File: src/rtl/sysaux_pkg.sv
package sysaux_pkg;
    localparam int BYTE_W  = 8;
    localparam int LED_W   = 16;
    localparam int REG_CNT = 7;

    localparam int REG_CFG  = 0;
    localparam int REG_DIAG = 1;
    localparam int REG_MDM  = 2;
    localparam int REG_LED  = 3;
    localparam int REG_SYSC = 4;
    localparam int REG_AUX1 = 5;
    localparam int REG_AUX2 = 6;

    localparam int CFG_PIE_BIT  = 3;
    localparam int AUX1_TC_BIT  = 1;
    localparam int AUX2_OFF_BIT = 0;
    localparam int AUX2_ACK_BIT = 1;
    localparam int AUX2_PF_BIT  = 5;
    localparam int SYSC_CMD_BIT = 0;
    localparam int SYSC_STS_BIT = 1;

    localparam int STB_CNT  = 3;
    localparam int STB_TC   = 0;
    localparam int STB_OFF  = 1;
    localparam int STB_RST  = 2;

    typedef enum logic {
        PF_CLEAR  = 1'b0,
        PF_RAISED = 1'b1
    } pf_state_e;
endpackage

File: src/rtl/sysaux_decode.sv
module sysaux_decode
    import sysaux_pkg::*;
#(
    parameter int ADDR_W = 4
) (
    input  logic [ADDR_W-1:0]  addr,
    output logic [REG_CNT-1:0] sel
);
    for (genvar i = 0; i < REG_CNT; i++) begin : g_sel
        assign sel[i] = (addr == ADDR_W'(i));
    end
endmodule

File: src/rtl/sysaux_pf_fsm.sv
module sysaux_pf_fsm
    import sysaux_pkg::*;
(
    input  logic clk,
    input  logic rst_n,
    input  logic lvl,
    input  logic en,
    input  logic ack,
    output logic pf
);
    pf_state_e state_q, state_d;
    logic      lvl_q;
    logic      edge_seen;

    assign edge_seen = (lvl != lvl_q);

    always_comb begin
        state_d = state_q;
        unique case (state_q)
            PF_CLEAR: begin
                if (edge_seen && lvl && en) state_d = PF_RAISED;
            end
            PF_RAISED: begin
                if (edge_seen)      state_d = (lvl && en) ? PF_RAISED : PF_CLEAR;
                else if (ack)       state_d = PF_CLEAR;
            end
            default: state_d = PF_CLEAR;
        endcase
    end

    always_ff @(posedge clk or negedge rst_n) begin
        if (!rst_n) begin
            state_q <= PF_CLEAR;
            lvl_q   <= 1'b0;
        end else begin
            state_q <= state_d;
            lvl_q   <= lvl;
        end
    end

    always_comb begin
        pf = (state_q == PF_RAISED);
    end
endmodule

File: src/rtl/sysaux_strobe.sv
module sysaux_strobe #(
    parameter int N = 3
) (
    input  logic         clk,
    input  logic         rst_n,
    input  logic [N-1:0] fire,
    output logic [N-1:0] pulse
);
    for (genvar i = 0; i < N; i++) begin : g_stb
        always_ff @(posedge clk or negedge rst_n) begin
            if (!rst_n) pulse[i] <= 1'b0;
            else        pulse[i] <= fire[i];
        end
    end
endmodule

File: src/rtl/sysaux_regs.sv
module sysaux_regs
    import sysaux_pkg::*;
#(
    parameter int ADDR_W = 4,
    parameter int DATA_W = 32
) (
    input  logic              clk,
    input  logic              por_n,
    input  logic              rst_n,
    input  logic              bus_wr,
    input  logic [ADDR_W-1:0] bus_addr,
    input  logic [DATA_W-1:0] bus_wdata,
    output logic [DATA_W-1:0] bus_rdata,
    input  logic              pwr_failing,
    output logic              pwr_irq,
    output logic              tc_strobe,
    output logic              pwroff_req,
    output logic              sysrst_req
);
    logic [REG_CNT-1:0] sel;
    logic [REG_CNT-1:0] we;
    logic               soft_n;
    logic [BYTE_W-1:0]  cfg_q, diag_q, mdm_q, aux1_q;
    logic [LED_W-1:0]   led_q;
    logic               off_q;
    logic               rst_seen_q;
    logic               pf;
    logic [STB_CNT-1:0] fire, pulse;
    logic [DATA_W-LED_W-1:0] unused_wdata_hi;

    assign unused_wdata_hi = bus_wdata[DATA_W-1:LED_W];
    assign soft_n = por_n & rst_n;
    assign we     = sel & {REG_CNT{bus_wr}};

    sysaux_decode #(.ADDR_W(ADDR_W)) u_dec (
        .addr (bus_addr),
        .sel  (sel)
    );

    always_ff @(posedge clk or negedge soft_n) begin
        if (!soft_n) begin
            cfg_q  <= '0;
            mdm_q  <= '0;
            aux1_q <= '0;
            off_q  <= 1'b0;
        end else begin
            if (we[REG_CFG])  cfg_q  <= bus_wdata[BYTE_W-1:0];
            if (we[REG_MDM])  mdm_q  <= bus_wdata[BYTE_W-1:0];
            if (we[REG_AUX1]) begin
                aux1_q              <= bus_wdata[BYTE_W-1:0];
                aux1_q[AUX1_TC_BIT] <= 1'b0;
            end
            if (we[REG_AUX2]) off_q <= bus_wdata[AUX2_OFF_BIT];
        end
    end

    always_ff @(posedge clk or negedge por_n) begin
        if (!por_n) begin
            diag_q     <= '0;
            led_q      <= '0;
            rst_seen_q <= 1'b0;
        end else begin
            if (we[REG_DIAG]) diag_q <= bus_wdata[BYTE_W-1:0];
            if (we[REG_LED])  led_q  <= bus_wdata[LED_W-1:0];
            if (we[REG_SYSC] && bus_wdata[SYSC_CMD_BIT]) rst_seen_q <= 1'b1;
        end
    end

    sysaux_pf_fsm u_pf (
        .clk   (clk),
        .rst_n (soft_n),
        .lvl   (pwr_failing),
        .en    (cfg_q[CFG_PIE_BIT]),
        .ack   (we[REG_AUX2] && bus_wdata[AUX2_ACK_BIT]),
        .pf    (pf)
    );

    assign pwr_irq = pf && cfg_q[CFG_PIE_BIT];

    assign fire[STB_TC]  = we[REG_AUX1] && bus_wdata[AUX1_TC_BIT];
    assign fire[STB_OFF] = we[REG_AUX2] && bus_wdata[AUX2_OFF_BIT];
    assign fire[STB_RST] = we[REG_SYSC] && bus_wdata[SYSC_CMD_BIT];

    sysaux_strobe #(.N(STB_CNT)) u_stb (
        .clk   (clk),
        .rst_n (soft_n),
        .fire  (fire),
        .pulse (pulse)
    );

    assign tc_strobe  = pulse[STB_TC];
    assign pwroff_req = pulse[STB_OFF];
    assign sysrst_req = pulse[STB_RST];

    always_comb begin
        bus_rdata = '0;
        if (sel[REG_CFG])  bus_rdata[BYTE_W-1:0] = cfg_q;
        if (sel[REG_DIAG]) bus_rdata[BYTE_W-1:0] = diag_q;
        if (sel[REG_MDM])  bus_rdata[BYTE_W-1:0] = mdm_q;
        if (sel[REG_LED])  bus_rdata[LED_W-1:0]  = led_q;
        if (sel[REG_SYSC]) bus_rdata[SYSC_STS_BIT] = rst_seen_q;
        if (sel[REG_AUX1]) bus_rdata[BYTE_W-1:0] = aux1_q;
        if (sel[REG_AUX2]) begin
            bus_rdata[AUX2_OFF_BIT] = off_q;
            bus_rdata[AUX2_PF_BIT]  = pf;
        end
    end
endmodule

File: config.mk
export PLATFORM = sky130hd
export DESIGN_NAME = sysaux_regs
export DESIGN_NICKNAME = d
export VERILOG_FILES = /design/src/rtl/sysaux_pkg.sv /design/src/rtl/sysaux_decode.sv /design/src/rtl/sysaux_pf_fsm.sv /design/src/rtl/sysaux_strobe.sv /design/src/rtl/sysaux_regs.sv
export SDC_FILE = /design/constraint.sdc
export NUM_CORES = 1
export LEC_CHECK = 0
export ABC_AREA = 1
export BUFFER_PORTS_ARGS = -buffer_cell sky130_fd_sc_hd__buf_2
export CAP_MARGIN = 15
export CORE_ASPECT_RATIO = 1.1
export CORE_MARGIN = 10
export CORE_UTILIZATION = 47
export DETAILED_ROUTE_END_ITERATION = 6
export PLACE_DENSITY = 0.76
export SYNTH_ARGS = -nofsm -noshare
export SYNTH_HDL_FRONTEND = slang
export SYNTH_SLANG_ARGS = --single-unit
File: constraint.sdc
create_clock -name clk -period 1.09 [get_ports clk]
set_clock_uncertainty 0.05 [all_clocks]
set_input_delay 0.1635 -clock clk [delete_from_list [all_inputs] [get_ports clk]]
set_output_delay 0.1635 -clock clk [all_outputs]
set_load 0.01 [all_outputs]
==> flow_metrics.tcl <==
set metrics [dict create \
    io_pins 77 \
    hold_end "led_q[12]$_DFFE_PN0P_" \
    crit_fanout 2 \
    path_depth 5 \
    maxCapViolations 0 \
    whs_ns 0.04937 \
    path_cells "nand3_1, nand2_1, nor2_1, nand4_1, buf_2" \
    synth.top_cell.area_share 0.5035 \
    yosys.cell_types.count 25 \
    gp_congestion 0.9100 \
    dr.max_layer_used "met4" \
    synth.area.top_cells "dfrtp_1 50%, nand2_1 11%, o21ai_2 6.5%, buf_4 5.3%, inv_1 5.2%" \
    antenna_cells 0 \
    synth_simple_gate_area_frac 0.2406 \
    syn_avg_cell_area_um2 8.387 \
    cp_slowest_cell "dfrtp_1" \
    crit_family "flip-flops" \
    cp-end-kind "output port" \
    antenna_left 0 \
    syn_area_um2 2684 \
    pre_cts_ws_ns -0.3483 \
    die_w_um 92.05 \
    die_h_um 99.26 \
    synth_top_family_by_area "simple AND/OR/NAND/NOR gates" \
    wl_met3_um 531 \
    synth-adder-area-share 0.004662 \
    synth_common_cells "76 x nand2_1, 54 x dfrtp_1, 37 x inv_1, 37 x nor2_1, 20 x o21ai_2" \
    violations "negative setup slack" \
    clk_pin_slew_ns 0.09 \
    initial_utilization 0.4911 \
    finalHoldViolCount 0 \
    drive_gt1_frac 0.3709 \
    r2r_end "u_pf.pf$_DFF_PN0_" \
    drt-met1-wl_um 2614 \
    setup_slack_ns -0.3356 \
    fillCellCount 477 \
    grt_usage 0.1456 \
    drt_pass1_iterations 4 \
    synth_top_cell_by_area "dfrtp_1" \
    cts_sinks 54 \
    synth_most_common_cell "nand2_1" \
    grt_pass1_wl_um 10940 \
    rrSetupSlack_ns 0.04 \
    grt_pass1_vias 2237 \
    yosysWarningCount 0 \
    rows 28 \
    nNetsFinal 440 \
    core_region_area_um2 5465 \
    hold_class "in2reg" \
    vias_per_cell 4.762 \
    wl_um 6520 \
    outcome "finished with violations" \
    crit_type "reg2out" \
    min_period_over_period 1.308 \
    netlist_instances 320 \
    clk_latency_ns 0.31 \
    area_delta_synth_final_pct 30.86 \
    synth_top_flop_cell "dfrtp_1" \
    async_reset_ff_frac 1.000 \
    cpPeakStageDelay_ns 0.40 \
    power_density_nw_per_um2 1420 \
    clockRootBuffer "clkbuf_8" \
    synth_edf_count 0 \
    critPathArrivalTime_ns 1.21 \
    holdPathStages 3 \
    holdCritStartpoint "bus_wdata[12]" \
    fmax_ghz 0.7014 \
    synth_compound_area_frac 0.1287 \
    muxShareOfSynthArea 0 \
    fin_crit_ns 1.426 \
    crit_buf_inv 1 \
    die_area_um2 9136 \
    dr_wl_met2_um 3186 \
    synth-xor-area-share 0 \
    cts_buffers 5 \
    clockBufferDepth 2 \
    finalMaxSlewViolations 0 \
    max-vdd-ir-drop_mv 1.036 \
    cp-start-kind "flop" \
    setup_viol 17 \
    antenna_found_initial 0 \
    power.total_mw 4.989 \
    synth-seq-area-share 0.5035 \
    portBuffers 44 \
    place_hpwl_um 4771 \
    gr-total-overflow 0 \
    htreeDepth 2 \
    cts_tree "built" \
    final_util 0.6426 \
    synth-seq-cells 54 \
    reg2reg_depth 6 \
    vias 2257 \
    grt_max_degree 26 \
    grt_setup_unrepaired "true" \
    r2r-start "u_pf.lvl_q$_DFF_PN0_" \
    wl_per_cell_um 13.76 \
    worstPathRequired_ns 0.88 \
    p_leak_nw 1.850 \
    drt-initial-drc-count 145 \
    drc 0 \
]
-- worst max-delay path by stage --
stage	startpoint	end	slack, ns
6_report	cfg_q[0]$_DFFE_PN0P_	bus_rdata[0]	-0.34
5_1_grt	cfg_q[0]$_DFFE_PN0P_	bus_rdata[0]	-0.41
4_1_cts	cfg_q[0]$_DFFE_PN0P_	bus_rdata[0]	-0.34
3_5_place_dp	bus_addr[1]	bus_rdata[9]	-0.35
3_3_place_gp	bus_addr[1]	bus_rdata[15]	-0.31
2_1_floorplan	bus_addr[3]	aux1_q[5]$_DFFE_PN0N_	0.005
-- worst reg2reg max path, cell delays in order, from the launching register on --
cell	delay, ns
dfrtp_1	0.39
inv_2	0.06
ha_4	0.19
a21oi_2	0.11
nor2_1	0.05
nand2_1	0.05
nand2_1	0.05
-- routing by layer --
layer,vias up,GRT usage
li1,1125,-
met1,1048,0.1739
met2,68,0.2348
met3,16,0.04887
met4,0,0.06057
met5,-,0
-- state kept, by name, summed over array words and instances (netlist names) --
register / flops
aux1_q: 7
mdm_q: 8
u_pf.pf: 1
u_pf.lvl_q: 1
u_stb.pulse: 3
rst_seen_q: 1
led_q: 16
cfg_q: 8
off_q: 1
diag_q: 8
-- placed cells by master (no fill, tap or decap) --
cell type / Yosys / routed
inv_4: 0 / 1
nand2_2: 4 / 6
clkinvlp_4: 0 / 2
o21ai_2: 20 / 21
dfrtp_1: 54 / 54
ha_4: 0 / 1
conb_1: 1 / 16
buf_2: 2 / 35
a21oi_1: 9 / 8
nand3_4: 1 / 1
inv_2: 2 / 7
o21ai_1: 11 / 14
buf_8: 0 / 1
nand2_1: 76 / 71
o21ai_0: 14 / 10
bufinv_16: 0 / 1
nor2_4: 1 / 7
buf_12: 0 / 4
nand4_1: 2 / 2
buf_4: 19 / 29
inv_8: 0 / 2
buf_6: 2 / 8
nor3_4: 1 / 1
inv_1: 37 / 29
nand3_1: 19 / 16
clkbuf_8: 0 / 5
nand2_4: 1 / 4
a21oi_2: 0 / 1
nand3b_1: 1 / 1
dlygate4sd3_1: 0 / 3
or2_2: 1 / 1
nor2_2: 3 / 7
nand3_2: 0 / 3
nor2_1: 37 / 27
-- logic make-up (layout without fill, tap and decap cells) --
kind of cell,Yosys count,after routing
AOI/OAI and AO/OA,54,54
adders and majority gates,1,1
buffers and inverters,63,127
DFF,54,54
other,1,16
and+or+nand+nor,147,147
-- stage by stage --
step / std cells / TNS [ns] / instance area, um^2
5_1_grt: 474 / -4.082 / 3512
3_5_place_dp: 451 / -14.22 / 3113
4_1_cts: 470 / -3.274 / 3401
6_report: 474 / -2.900 / 3512
2_1_floorplan: 335 / 0 / 2778
3_3_place_gp: 451 / -13.04 / 3113
-- timing repair --
item	4_1_cts	5_1_grt
resized for setup	29	24
buffers inserted	8	4
pin swaps	16	15
endpoints found under the hold margin	55	0
hold buffers	3	0
endpoints found under the setup margin	18	18
-- area by class of cell --
class | instances | area [um^2] | area share
tap | 75 | 93.84 | 0.02672
clock buffer | 5 | 68.82 | 0.01959
multi-input combinational | 218 | 1181 | 0.3363
sequential | 54 | 1351 | 0.3848
timing repair buffer | 80 | 608.1 | 0.1731
inverter | 39 | 163.9 | 0.04667
clock inverter | 3 | 45.04 | 0.01283
-- report_power, final --
group	leakage, nW	internal [mW]	switching [mW]
Clock	0.0504	0.683	0.650
Sequential	0.677	2.38	0.204
Combinational	1.12	0.488	0.584
Note: power is estimated with default switching activity, not from simulation.
